===== src/rtl/io_xlate_pkg.sv =====
// Shared encodings for the IO address translation unit.
// Assumes page sizes are the four fixed powers of two listed below.
package io_xlate_pkg;

    typedef enum logic [1:0] {
        PG_4K  = 2'd0,
        PG_64K = 2'd1,
        PG_1M  = 2'd2,
        PG_16M = 2'd3
    } pg_size_e;

    typedef enum logic [1:0] {
        ST_IDLE,
        ST_HOLD,
        ST_REPLAY,
        ST_KILL
    } hold_st_e;

    localparam logic [2:0] FC_NONE        = 3'd0;
    localparam logic [2:0] FC_NOT_PRESENT = 3'd1;
    localparam logic [2:0] FC_READ_DENY   = 3'd4;
    localparam logic [2:0] FC_WRITE_DENY  = 3'd5;

    localparam int PERM_R = 0;
    localparam int PERM_W = 1;
    localparam int PERM_X = 2;

    // Number of offset bits kept from the request for a given size code.
    function automatic int unsigned pg_off_bits(input logic [1:0] sz);
        case (sz)
            2'd0:    return 12;
            2'd1:    return 16;
            2'd2:    return 20;
            default: return 24;
        endcase
    endfunction

endpackage


===== src/rtl/io_xlate_entry_store.sv =====
// Entry storage of the translation cache.
// Holds NUM_ENT entries, applies software writes with an alignment check,
// and clears all entries of one context on an invalidate strobe.
// Assumes cfg_idx < NUM_ENT. On a same-cycle invalidate and write, the write
// to its slot takes effect.
module io_xlate_entry_store
    import io_xlate_pkg::*;
#(
    parameter int ADDR_W  = 32,
    parameter int NUM_ENT = 8,
    parameter int CTX_W   = 3,
    localparam int IDX_W  = (NUM_ENT > 1) ? $clog2(NUM_ENT) : 1
) (
    input  logic              clk,
    input  logic              rst_n,
    input  logic              cfg_we,
    input  logic [IDX_W-1:0]  cfg_idx,
    input  logic              cfg_valid,
    input  logic [CTX_W-1:0]  cfg_ctx,
    input  logic [1:0]        cfg_size,
    input  logic              cfg_hi,
    input  logic [ADDR_W-1:0] cfg_vbase,
    input  logic [ADDR_W-1:0] cfg_pbase,
    input  logic [2:0]        cfg_perm,
    input  logic              inv_en,
    input  logic [CTX_W-1:0]  inv_ctx,
    output logic [NUM_ENT-1:0] ent_valid,
    output logic [CTX_W-1:0]  ent_ctx   [NUM_ENT],
    output logic [1:0]        ent_size  [NUM_ENT],
    output logic [NUM_ENT-1:0] ent_hi,
    output logic [ADDR_W-1:0] ent_vbase [NUM_ENT],
    output logic [ADDR_W-1:0] ent_pbase [NUM_ENT],
    output logic [2:0]        ent_perm  [NUM_ENT],
    output logic              cfg_err
);

    logic [ADDR_W-1:0] cfg_off_mask;
    logic              cfg_misal;

    // Offset mask for the size being written, and the alignment verdict.
    always_comb begin
        cfg_off_mask = ~({ADDR_W{1'b1}} << pg_off_bits(cfg_size));
        cfg_misal    = |((cfg_vbase | cfg_pbase) & cfg_off_mask);
    end

    // Entry registers: invalidate by context, then accepted writes on top.
    always_ff @(posedge clk) begin
        if (!rst_n) begin
            ent_valid <= '0;
            ent_hi    <= '0;
            for (int i = 0; i < NUM_ENT; i++) begin
                ent_ctx[i]   <= '0;
                ent_size[i]  <= '0;
                ent_vbase[i] <= '0;
                ent_pbase[i] <= '0;
                ent_perm[i]  <= '0;
            end
        end else begin
            for (int i = 0; i < NUM_ENT; i++) begin
                if (inv_en && ent_ctx[i] == inv_ctx) begin
                    ent_valid[i] <= 1'b0;
                end
                if (cfg_we && cfg_idx == IDX_W'(i) && (!cfg_valid || !cfg_misal)) begin
                    ent_valid[i] <= cfg_valid;
                    ent_ctx[i]   <= cfg_ctx;
                    ent_size[i]  <= cfg_size;
                    ent_hi[i]    <= cfg_hi;
                    ent_vbase[i] <= cfg_vbase;
                    ent_pbase[i] <= cfg_pbase;
                    ent_perm[i]  <= cfg_perm;
                end
            end
        end
    end

    // One-cycle error flag for a rejected write.
    always_ff @(posedge clk) begin
        if (!rst_n) cfg_err <= 1'b0;
        else        cfg_err <= cfg_we && cfg_valid && cfg_misal;
    end

    for (genvar g = 0; g < NUM_ENT; g++) begin : g_ent_chk
        AST_MISALIGN_KEEPS_ENTRY: assert property (@(posedge clk) disable iff (!rst_n)
            (cfg_we && cfg_valid && cfg_misal && cfg_idx == IDX_W'(g) && !inv_en)
            |=> ($stable(ent_valid[g]) && $stable(ent_vbase[g]) && $stable(ent_pbase[g])));
        AST_INV_CLEARS_CTX: assert property (@(posedge clk) disable iff (!rst_n)
            (inv_en && ent_ctx[g] == inv_ctx && !(cfg_we && cfg_idx == IDX_W'(g)))
            |=> !ent_valid[g]);
    end

endmodule


===== src/rtl/io_xlate_ctx_cfg.sv =====
// Per-context split option.
// Holds one split bit per context and returns the bit of the looked-up context.
module io_xlate_ctx_cfg #(
    parameter int CTX_W   = 3,
    localparam int NUM_CTX = 1 << CTX_W
) (
    input  logic             clk,
    input  logic             rst_n,
    input  logic             split_we,
    input  logic [CTX_W-1:0] split_ctx,
    input  logic             split_on,
    input  logic [CTX_W-1:0] q_ctx,
    output logic             q_split
);

    logic [NUM_CTX-1:0] split_q;

    // Split bit register file, written one context at a time.
    always_ff @(posedge clk) begin
        if (!rst_n)        split_q            <= '0;
        else if (split_we) split_q[split_ctx] <= split_on;
    end

    // Read port for the lookup context.
    always_comb q_split = split_q[q_ctx];

endmodule


===== src/rtl/io_xlate_lookup.sv =====
// Combinational lookup through the fully associative cache.
// Matches context, half tag and page number per entry, picks the smallest
// matching page, checks permissions, and overrides everything for the
// interrupt bypass window. Assumes entry bases are aligned to their size.
module io_xlate_lookup
    import io_xlate_pkg::*;
#(
    parameter int ADDR_W  = 32,
    parameter int NUM_ENT = 8,
    parameter int CTX_W   = 3,
    parameter logic [ADDR_W-1:0] BYP_BASE = 'hFEE00000,
    parameter int BYP_LOG2 = 20,
    localparam int IDX_W  = (NUM_ENT > 1) ? $clog2(NUM_ENT) : 1
) (
    input  logic [NUM_ENT-1:0] ent_valid,
    input  logic [CTX_W-1:0]   ent_ctx   [NUM_ENT],
    input  logic [1:0]         ent_size  [NUM_ENT],
    input  logic [NUM_ENT-1:0] ent_hi,
    input  logic [ADDR_W-1:0]  ent_vbase [NUM_ENT],
    input  logic [ADDR_W-1:0]  ent_pbase [NUM_ENT],
    input  logic [2:0]         ent_perm  [NUM_ENT],
    input  logic [CTX_W-1:0]   q_ctx,
    input  logic [ADDR_W-1:0]  q_addr,
    input  logic               q_wr,
    input  logic               q_split,
    output logic               l_bypass,
    output logic               l_fault,
    output logic [2:0]         l_code,
    output logic [ADDR_W-1:0]  l_paddr,
    output logic               l_exec
);

    logic               q_tag;
    logic [NUM_ENT-1:0] hit;
    logic               found;
    logic [IDX_W-1:0]   best;
    logic [1:0]         best_sz;
    logic [ADDR_W-1:0]  best_mask;
    logic [2:0]         best_perm;

    // Half tag the request must carry.
    always_comb q_tag = q_split ? q_addr[ADDR_W-1] : 1'b0;

    for (genvar g = 0; g < NUM_ENT; g++) begin : g_match
        logic [ADDR_W-1:0] pg_mask;
        // Page-number mask of this entry and its match verdict.
        always_comb begin
            pg_mask = {ADDR_W{1'b1}} << pg_off_bits(ent_size[g]);
            hit[g]  = ent_valid[g] && (ent_ctx[g] == q_ctx) && (ent_hi[g] == q_tag)
                      && (((q_addr ^ ent_vbase[g]) & pg_mask) == '0);
        end
    end

    // Smallest page wins; lowest slot breaks ties among equal sizes.
    always_comb begin
        found   = 1'b0;
        best    = '0;
        best_sz = 2'd3;
        for (int i = 0; i < NUM_ENT; i++) begin
            if (hit[i] && (!found || ent_size[i] < best_sz)) begin
                found   = 1'b1;
                best    = IDX_W'(i);
                best_sz = ent_size[i];
            end
        end
        best_mask = ~({ADDR_W{1'b1}} << pg_off_bits(best_sz));
        best_perm = ent_perm[best];
    end

    // Verdict: bypass window first, then miss, then permissions.
    always_comb begin
        l_bypass = (q_addr >> BYP_LOG2) == (BYP_BASE >> BYP_LOG2);
        l_fault  = 1'b0;
        l_code   = FC_NONE;
        l_exec   = 1'b0;
        l_paddr  = (ent_pbase[best] & ~best_mask) | (q_addr & best_mask);
        if (l_bypass) begin
            l_paddr = q_addr;
        end else if (!found) begin
            l_fault = 1'b1;
            l_code  = FC_NOT_PRESENT;
        end else if (q_wr && !best_perm[PERM_W]) begin
            l_fault = 1'b1;
            l_code  = FC_WRITE_DENY;
        end else if (!q_wr && !best_perm[PERM_R]) begin
            l_fault = 1'b1;
            l_code  = FC_READ_DENY;
        end else begin
            l_exec  = best_perm[PERM_X];
        end
    end

endmodule


===== src/rtl/io_xlate_unit.sv =====
// Top of the IO address translation unit.
// Accepts one request per cycle when free, looks it up in one cycle,
// registers the response, and parks a faulting request until software
// answers retry or terminate. Lookups wait while a map update is open.
// Assumes flt_ans_valid is only pulsed while flt_irq is high.
module io_xlate_unit
    import io_xlate_pkg::*;
#(
    parameter int ADDR_W  = 32,
    parameter int NUM_ENT = 8,
    parameter int CTX_W   = 3,
    parameter int RID_W   = 8,
    parameter logic [ADDR_W-1:0] BYP_BASE = 'hFEE00000,
    parameter int BYP_LOG2 = 20,
    localparam int IDX_W  = (NUM_ENT > 1) ? $clog2(NUM_ENT) : 1
) (
    input  logic              clk,
    input  logic              rst_n,
    input  logic              cfg_we,
    input  logic [IDX_W-1:0]  cfg_idx,
    input  logic              cfg_valid,
    input  logic [CTX_W-1:0]  cfg_ctx,
    input  logic [1:0]        cfg_size,
    input  logic              cfg_hi,
    input  logic [ADDR_W-1:0] cfg_vbase,
    input  logic [ADDR_W-1:0] cfg_pbase,
    input  logic [2:0]        cfg_perm,
    output logic              cfg_err,
    input  logic              inv_en,
    input  logic [CTX_W-1:0]  inv_ctx,
    input  logic              split_we,
    input  logic [CTX_W-1:0]  split_ctx,
    input  logic              split_on,
    input  logic              upd_start,
    input  logic              upd_done,
    input  logic              req_valid,
    output logic              req_ready,
    input  logic [CTX_W-1:0]  req_ctx,
    input  logic [RID_W-1:0]  req_rid,
    input  logic [ADDR_W-1:0] req_addr,
    input  logic              req_wr,
    output logic              rsp_valid,
    input  logic              rsp_ready,
    output logic [ADDR_W-1:0] rsp_paddr,
    output logic              rsp_bypass,
    output logic              rsp_err,
    output logic              rsp_exec,
    output logic              flt_irq,
    output logic [RID_W-1:0]  flt_rid,
    output logic [ADDR_W-1:0] flt_addr,
    output logic [2:0]        flt_code,
    input  logic              flt_ans_valid,
    input  logic              flt_ans_retry
);

    logic [NUM_ENT-1:0] ent_valid;
    logic [CTX_W-1:0]   ent_ctx   [NUM_ENT];
    logic [1:0]         ent_size  [NUM_ENT];
    logic [NUM_ENT-1:0] ent_hi;
    logic [ADDR_W-1:0]  ent_vbase [NUM_ENT];
    logic [ADDR_W-1:0]  ent_pbase [NUM_ENT];
    logic [2:0]         ent_perm  [NUM_ENT];

    hold_st_e           st;
    logic               upd_busy;
    logic               slot_free, ext_go, rep_go, kill_go, look_go;
    logic [CTX_W-1:0]   h_ctx, q_ctx;
    logic [ADDR_W-1:0]  h_addr, q_addr;
    logic               h_wr, q_wr;
    logic [RID_W-1:0]   h_rid;
    logic               q_split;
    logic               l_bypass, l_fault, l_exec;
    logic [2:0]         l_code;
    logic [ADDR_W-1:0]  l_paddr;

    io_xlate_entry_store #(.ADDR_W(ADDR_W), .NUM_ENT(NUM_ENT), .CTX_W(CTX_W)) u_store (
        .clk(clk), .rst_n(rst_n),
        .cfg_we(cfg_we), .cfg_idx(cfg_idx), .cfg_valid(cfg_valid), .cfg_ctx(cfg_ctx),
        .cfg_size(cfg_size), .cfg_hi(cfg_hi), .cfg_vbase(cfg_vbase), .cfg_pbase(cfg_pbase),
        .cfg_perm(cfg_perm), .inv_en(inv_en), .inv_ctx(inv_ctx),
        .ent_valid(ent_valid), .ent_ctx(ent_ctx), .ent_size(ent_size), .ent_hi(ent_hi),
        .ent_vbase(ent_vbase), .ent_pbase(ent_pbase), .ent_perm(ent_perm),
        .cfg_err(cfg_err)
    );

    io_xlate_ctx_cfg #(.CTX_W(CTX_W)) u_ctx (
        .clk(clk), .rst_n(rst_n),
        .split_we(split_we), .split_ctx(split_ctx), .split_on(split_on),
        .q_ctx(q_ctx), .q_split(q_split)
    );

    io_xlate_lookup #(
        .ADDR_W(ADDR_W), .NUM_ENT(NUM_ENT), .CTX_W(CTX_W),
        .BYP_BASE(BYP_BASE), .BYP_LOG2(BYP_LOG2)
    ) u_look (
        .ent_valid(ent_valid), .ent_ctx(ent_ctx), .ent_size(ent_size), .ent_hi(ent_hi),
        .ent_vbase(ent_vbase), .ent_pbase(ent_pbase), .ent_perm(ent_perm),
        .q_ctx(q_ctx), .q_addr(q_addr), .q_wr(q_wr), .q_split(q_split),
        .l_bypass(l_bypass), .l_fault(l_fault), .l_code(l_code),
        .l_paddr(l_paddr), .l_exec(l_exec)
    );

    // Map update bracket: start opens the stall, done closes it.
    always_ff @(posedge clk) begin
        if (!rst_n)         upd_busy <= 1'b0;
        else if (upd_start) upd_busy <= 1'b1;
        else if (upd_done)  upd_busy <= 1'b0;
    end

    // Issue conditions for external, replayed and terminated transactions.
    always_comb begin
        slot_free = !rsp_valid || rsp_ready;
        req_ready = (st == ST_IDLE) && !upd_busy && slot_free;
        ext_go    = req_valid && req_ready;
        rep_go    = (st == ST_REPLAY) && !upd_busy && slot_free;
        kill_go   = (st == ST_KILL) && slot_free;
        look_go   = ext_go || rep_go;
        q_ctx     = (st == ST_IDLE) ? req_ctx  : h_ctx;
        q_addr    = (st == ST_IDLE) ? req_addr : h_addr;
        q_wr      = (st == ST_IDLE) ? req_wr   : h_wr;
    end

    // Held-request capture on every accepted external request.
    always_ff @(posedge clk) begin
        if (!rst_n) begin
            h_ctx  <= '0;
            h_addr <= '0;
            h_wr   <= 1'b0;
            h_rid  <= '0;
        end else if (ext_go) begin
            h_ctx  <= req_ctx;
            h_addr <= req_addr;
            h_wr   <= req_wr;
            h_rid  <= req_rid;
        end
    end

    // Fault hold state machine and reason code.
    always_ff @(posedge clk) begin
        if (!rst_n) begin
            st       <= ST_IDLE;
            flt_code <= FC_NONE;
        end else begin
            case (st)
                ST_IDLE: if (ext_go && l_fault) begin
                    st       <= ST_HOLD;
                    flt_code <= l_code;
                end
                ST_HOLD: if (flt_ans_valid) begin
                    st <= flt_ans_retry ? ST_REPLAY : ST_KILL;
                end
                ST_REPLAY: if (rep_go) begin
                    if (l_fault) begin
                        st       <= ST_HOLD;
                        flt_code <= l_code;
                    end else begin
                        st <= ST_IDLE;
                    end
                end
                default: if (kill_go) st <= ST_IDLE;
            endcase
        end
    end

    // Response register with valid/ready hold.
    always_ff @(posedge clk) begin
        if (!rst_n) begin
            rsp_valid  <= 1'b0;
            rsp_paddr  <= '0;
            rsp_bypass <= 1'b0;
            rsp_err    <= 1'b0;
            rsp_exec   <= 1'b0;
        end else if (look_go && !l_fault) begin
            rsp_valid  <= 1'b1;
            rsp_paddr  <= l_paddr;
            rsp_bypass <= l_bypass;
            rsp_err    <= 1'b0;
            rsp_exec   <= l_exec;
        end else if (kill_go) begin
            rsp_valid  <= 1'b1;
            rsp_paddr  <= '0;
            rsp_bypass <= 1'b0;
            rsp_err    <= 1'b1;
            rsp_exec   <= 1'b0;
        end else if (rsp_ready) begin
            rsp_valid  <= 1'b0;
        end
    end

    // Fault report outputs.
    always_comb begin
        flt_irq  = (st == ST_HOLD);
        flt_rid  = h_rid;
        flt_addr = h_addr;
    end

    AST_ACCEPT_ANSWERS: assert property (@(posedge clk) disable iff (!rst_n)
        (req_valid && req_ready) |=> (rsp_valid || flt_irq));
    AST_BYPASS_IN_WINDOW: assert property (@(posedge clk) disable iff (!rst_n)
        (rsp_valid && rsp_bypass) |-> ((rsp_paddr >> BYP_LOG2) == (BYP_BASE >> BYP_LOG2)));
    AST_FAULT_BACKPRESSURE: assert property (@(posedge clk) disable iff (!rst_n)
        flt_irq |-> !req_ready);
    AST_FAULT_HELD: assert property (@(posedge clk) disable iff (!rst_n)
        (flt_irq && !flt_ans_valid) |=> (flt_irq && $stable(flt_addr) && $stable(flt_rid) && $stable(flt_code)));
    AST_STALL_NO_ACCEPT: assert property (@(posedge clk) disable iff (!rst_n)
        upd_start |=> !req_ready);
    AST_RSP_STABLE: assert property (@(posedge clk) disable iff (!rst_n)
        (rsp_valid && !rsp_ready) |=> (rsp_valid && $stable(rsp_paddr) && $stable(rsp_err) && !$past(req_ready)));

endmodule


===== config.mk =====
export PLATFORM = sky130hd
export DESIGN_NAME = io_xlate_unit
export DESIGN_NICKNAME = d
export VERILOG_FILES = /design/src/rtl/io_xlate_pkg.sv /design/src/rtl/io_xlate_entry_store.sv /design/src/rtl/io_xlate_ctx_cfg.sv /design/src/rtl/io_xlate_lookup.sv /design/src/rtl/io_xlate_unit.sv
export SDC_FILE = /design/constraint.sdc
export NUM_CORES = 2
export LEC_CHECK = 0
export ABC_AREA = 1
export BUFFER_PORTS_ARGS = -buffer_cell sky130_fd_sc_hd__buf_2
export CORE_UTILIZATION = 35
export CTS_BUF_LIST = sky130_fd_sc_hd__clkbuf_8 sky130_fd_sc_hd__clkbuf_16
export CTS_CLUSTER_DIAMETER = 200
export DETAILED_ROUTE_END_ITERATION = 6
export HOLD_SLACK_MARGIN = 0.1
export PLACE_DENSITY_LB_ADDON = 0.3
export SYNTH_ARGS = -nofsm -noshare
export SYNTH_HDL_FRONTEND = slang
export SYNTH_HIERARCHICAL = 1
export SYNTH_SLANG_ARGS = --single-unit

===== constraint.sdc =====
create_clock -name clk -period 15.4 [get_ports clk]
set_clock_uncertainty 0.05 [all_clocks]
set_input_delay 2.31 -clock clk [delete_from_list [all_inputs] [get_ports clk]]
set_output_delay 2.31 -clock clk [all_outputs]
set_load 0.05 [all_outputs]

# After elaboration in Yosys (flattened, before gate mapping)
# Cells that the tools add are included.
[totals]
regBits = 687
latchBits = 0
ramBits = 0
mem_bits_ro = 0
inputBits = 139
out_inout_bits = 82
word_cells = 404
memories = 0
[classes]
addsub = 0
mul = 0
n_div = 0
order_cmp = 11
eq_ne = 59
shifts = 10
n_mux = 98
bitwise = 26
n_reduce_logical = 130
[op_table]
columns = ["cell", "n"]
rows = [
  ["AND 32 bit", 11],
  ["<< shifter 32 x 5 -> 32 bit (first input constant)", 10],
  ["zero test 32 bit", 8],
  ["XOR 32 bit", 8],
  ["2-to-1 mux 32 bit", 6],
  ["one-hot mux 5 bit (3 select lines)", 10],
  ["binary-select mux 32 bit (select 3 bit)", 1],
  ["inverter 32 bit", 3],
  ["logical AND 1 bit", 68],
  ["bitwise OR 32 bit", 2],
  ["== test 3 bit", 16],
  ["2-to-1 mux 1 bit", 47],
  ["2-to-1 mux 3 bit", 14],
  ["OR reduction 32 bit", 1],
  ["2-to-1 mux 2 bit", 14],
  ["== test 2 bit (second input constant)", 12],
  ["== test 2 x 1 -> 1 bit (second input constant)", 11],
  ["zero test 2 bit", 11],
  ["nonzero test 2 bit", 11],
  ["zero test 1 bit", 15],
  ["less-than comparator 2 bit", 7],
  ["== test 12 bit (second input constant)", 1],
  ["== test 3 bit (second input constant)", 4],
  ["logical OR 1 bit", 10],
  ["other kinds (21)", 33],
]

# Logic depth before layout (Yosys ltp)
[depth]
ltp_word = 50
mapped_depth = 75
depth_no_buf = 74

# By module
# The synthesis kept the hierarchy.
[by_module_without_submodules]
columns = ["module", "n_inst", "cells_each", "area_per_inst_um2", "seq_area_each_um2"]
rows = [
  ["io_xlate_entry_store", 1, 3479, 24731.2, 11871.4],
  ["io_xlate_lookup", 1, 1674, 8814.7, 0.0],
  ["io_xlate_unit", 1, 518, 3788.6, 1721.7],
  ["io_xlate_ctx_cfg", 1, 79, 466.7, 160.2],
]

# Worst setup path before layout
# OpenSTA, ideal clock, no wires.
[synth_path]
path_kind = "input port to flip-flop"
from = "input port req_ctx[0]"
to = "register rsp_paddr[10]"
setup_ns = 0.143
arrival_ns = 8.396
required_ns = 15.207
path_slack_ns = 6.811
path_stages = 69
n_path_buf = 1
path_cell_list = "nand2_1 > nand2_1 > inv_1 > nand2_1 > nand3_1 > nand2_1 > nand2_1 > nand2_1 > nand2_8 > xor2_1 > nand3_1 > nor2_1 > nand2_1 > nor2_2 > nand2_1 > inv_2 > nand2_1 > nand2_1 > [... 33 more ...] > nand2_2 > nand2_2 > nand2_2 > nand2_4 > nand2_2 > nor2_4 > inv_2 > nand3_1 > nand3_1 > nand3_1 > nand2_1 > inv_1 > inv_1 > nand2_4 > clkinv_4 > buf_12 > nand2_2 > a21oi_2"
[synth_between]
elab_chain_cells = 49
elab_cells_between_ends = 125
cone_classes = "order compare (7); eq/ne (18); shift (1); mux (40); bitwise (6); reduce/logical (53)"
[synth_lines]
columns = ["item", "line_no", "text"]
rows = [
  ["from (decl)", "io_xlate_unit.sv:38", "input logic [CTX_W-1:0] req_ctx,"],
  ["2-to-1 mux 3 bit *", "io_xlate_unit.sv:118", "q_ctx = (st == ST_IDLE) ? req_ctx : h_ctx;"],
  ["via q_ctx[0]", "io_xlate_unit.sv:67", "logic [CTX_W-1:0] h_ctx, q_ctx;"],
  ["binary-select mux 1 bit (select 3 bit) *", "io_xlate_ctx_cfg.sv:25", "always_comb q_split = split_q[q_ctx];"],
  ["2-to-1 mux 1 bit (implied by the code) *", "io_xlate_ctx_cfg.sv:25", ""],
  ["via q_split", "io_xlate_unit.sv:71", "logic q_split;"],
  ["2-to-1 mux 1 bit *", "io_xlate_lookup.sv:42", "always_comb q_tag = q_split ? q_addr[ADDR_W-1] : 1'b0;"],
  ["== test 1 bit", "io_xlate_lookup.sv:49", "hit[g] = ent_valid[g] && (ent_ctx[g] == q_ctx) && (ent_hi[g] == q_tag)"],
  ["logical AND 1 bit", "io_xlate_lookup.sv:49", ""],
  ["[... 36 more ...]", "-", ""],
  ["2-to-1 mux 1 bit", "io_xlate_lookup.sv:85", "end else if (!q_wr && !best_perm[PERM_R]) begin"],
  ["2-to-1 mux 1 bit", "io_xlate_lookup.sv:82", "end else if (q_wr && !best_perm[PERM_W]) begin"],
  ["2-to-1 mux 1 bit *", "io_xlate_lookup.sv:79", "end else if (!found) begin"],
  ["2-to-1 mux 1 bit *", "io_xlate_lookup.sv:77", "if (l_bypass) begin"],
  ["via l_fault", "io_xlate_unit.sv:72", "logic l_bypass, l_fault, l_exec;"],
  ["zero test 1 bit *", "io_xlate_unit.sv:173", "end else if (look_go && !l_fault) begin"],
  ["logical AND 1 bit *", "io_xlate_unit.sv:173", ""],
  ["2-to-1 mux 32 bit / nonzero test 2 bit (equally long branches)", "-", ""],
  ["to (signal assigned)", "io_xlate_unit.sv:175", "rsp_paddr <= l_paddr;"],
  ["to (decl)", "io_xlate_unit.sv:44", "output logic [ADDR_W-1:0] rsp_paddr,"],
]
# The timed path passes the listed nets; every way through them passes the cells marked *. The select of a mux whose other input is x is not followed.
# A chain may end at the register's enable or synchronous reset.

# Worst setup path in the final report
[layout_path]
from = "input port req_ctx[1]"
to = "register rsp_paddr[0]"
# The elaborated chain is that of the path after synthesis.

==> impl_metrics.json <==
{
  "status": "finished, final reports clean",
  "cts_root_buffer": "clkbuf_16",
  "antennaDiodeCount": 0,
  "yosys_warnings": 6,
  "use_met2_pct": 37.12,
  "rsz0062_at_grt": "no",
  "die_area_um2": 95230,
  "crit_path_top_delay_cell": "nand3_2",
  "switching_share_pct": 38.63,
  "vias": 32530,
  "synth_nets": 5253,
  "clk_pin_slew_ns": 0.06,
  "final_common_cell": "nand2_1",
  "fill_cells": 10010,
  "drv_cap": 0,
  "min_period_ns": 10.69,
  "finalHoldViolCount": 0,
  "cp_slowest_stage_delay_ns": 0.71,
  "areaGrowthSynthToFinish_pct": 9.211,
  "top_usage_layer": "met2",
  "grt.met1_usage_pct": 31.86,
  "rows": 112,
  "pin_count": 221,
  "drt-vias-per-instance": 5.174,
  "routed_wl_um": 112700,
  "syn_avg_cell_area_um2": 6.467,
  "cp.required_ns": 15.91,
  "start_util_pct": 35.30,
  "clk_latency_ns": 0.64,
  "wl_per_cell_um": 17.93,
  "power_frac_comb_pct": 32.6,
  "crit_type": "in -> reg",
  "nNetsFinal": 5150,
  "drive_gt1_share_pct": 10.95,
  "post-dp-hpwl_um": 75160,
  "grt_overflow": 0,
  "port_buffers": 220,
  "hp-class": "reg -> reg",
  "arrival_ns": 11.19,
  "cts_hold_buffers": 0,
  "finalCritPeriodShare_pct": 69.40,
  "clkPwrFrac_pct": 34.8,
  "critPathLaunchType": "primary input",
  "power.density_nw_per_um2": 132.3,
  "p_int_mw": 2.918,
  "p_sw_mw": 1.837,
  "grt_max_degree": 223,
  "grt_pass1_vias": 28220,
  "cts_setup_buffers": 0,
  "fin_setup_tns_ns": 0,
  "ir_drop_mv": 0.07869,
  "final_area_um2": 35930,
  "cp-end-kind": "flop",
  "p_leak_nw": 15.19,
  "slew_violations": 0,
  "cts_resized": 0,
  "path_max_fanout": 42,
  "core_um2": 93190,
  "die_w_um": 308.6,
  "die_h_um": 308.6,
  "fmax_mhz": 93.56,
  "netlist_area_um2": 32900,
  "dp.cells": 6169,
  "finalSetupViolCount": 0,
  "clk_path_buf_depth": 3,
  "netlist_instances": 5087,
  "grt_use_total_pct": 22.99,
  "ant_nets": 0,
  "cts_buffers": 67,
  "crit_path_frequent_cell": "nand2_1",
  "grt_pass1_wl_um": 171400,
  "htree_levels": 3,
  "drt_iter0_drc": 3338,
  "route.detailed.drc": 0,
  "use_met3_pct": 3.124,
  "first_pass_iters": 7,
  "power_frac_seq_pct": 32.6,
  "gp_congestion": 0.9214,
  "cts.sinks": 559,
  "placed_area_um2": 33650,
  "maxSlewHeadroom_pct": 25.81,
  "tightest_slew_ns": 1.113,
  "antenna_found_initial": 1,
  "cts_tree": "done",
  "layout_common_cells": "nand2_1 (1036), nor2_1 (803), nand3_1 (662), dfxtp_1 (559), a21oi_1 (513)",
  "instances_no_fill": 6287
}
-- registers in the layout (all words and copies together), names as in the netlist --
signal / count
flt_addr: 32
flt_code: 3
flt_rid: 8
h_ctx: 3
h_wr: 1
rsp_bypass: 1
rsp_err: 1
rsp_exec: 1
rsp_paddr: 32
rsp_valid: 1
st: 2
u_ctx/split_q: 8
u_store/cfg_err: 1
u_store/ent_ctx: 24
u_store/ent_hi: 8
u_store/ent_pbase: 160
u_store/ent_perm: 24
u_store/ent_size: 16
u_store/ent_valid: 8
u_store/ent_vbase: 224
upd_busy: 1
-- layout make-up --
type	instances	area [um^2]	share of cell area, %
multi-input cells	3766	18230	50.75
clock buffers	86	1949	5.426
flip-flops and latches	559	11190	31.15
repair buffers	257	1401	3.900
inverters	333	1257	3.500
well taps	1254	1569	4.367
clock inverters	32	327.8	0.9124
-- stage by stage --
stage	total power, mW	hold slack (ns)	utilization [%]	worst slack [ns]
2_1_floorplan	2.723	0.3938	-	6.811
3_3_place_gp	3.105	0.3873	36.11	4.351
3_5_place_dp	3.114	0.3902	36.11	4.172
4_1_cts	4.776	0.3997	38.56	4.772
5_1_grt	4.998	0.4197	38.56	3.716
6_report	4.755	0.3999	38.56	4.712
-- layer usage --
metal  share of wire, %  wire, um
met1                 45     50830
met2                 46     51880
met3                6.3      7128
met4                2.6      2894
met5                  0         0
-- critical path: cells and delay by family --
kind	cells	cell delay [ns]
compound gates	3	0.62
xor+xnor	1	0.28
fa+ha+maj	2	0.57
buf+inv	9	1.11
simple gates	52	6.21
-- path summary, 6_finish.rpt --
check / from / to / slack, ns / depth (start not counted)
min reg2reg: flt_code[0]$_SDFFE_PN0P_ / flt_code[0]$_SDFFE_PN0P_ / 0.40 / 2
min: flt_code[0]$_SDFFE_PN0P_ / flt_code[0]$_SDFFE_PN0P_ / 0.40 / 2
max reg2reg: st[1]$_SDFFE_PN0P_ / rsp_paddr[0]$_SDFFE_PN0P_ / 5.40 / 68
max: req_ctx[1] / rsp_paddr[0]$_SDFFE_PN0P_ / 4.71 / 67
-- power groups by stage --
stage          sequential (mW)  combinational, mW  clock [mW]
6_report                  1.55               1.55        1.66
5_1_grt                   1.56               1.69        1.75
4_1_cts                   1.55               1.54        1.69
3_5_place_dp              1.58               1.53           0
3_3_place_gp              1.58               1.52           0
2_1_floorplan             1.66               1.06           0
Note: power is estimated with default switching activity, not from simulation.
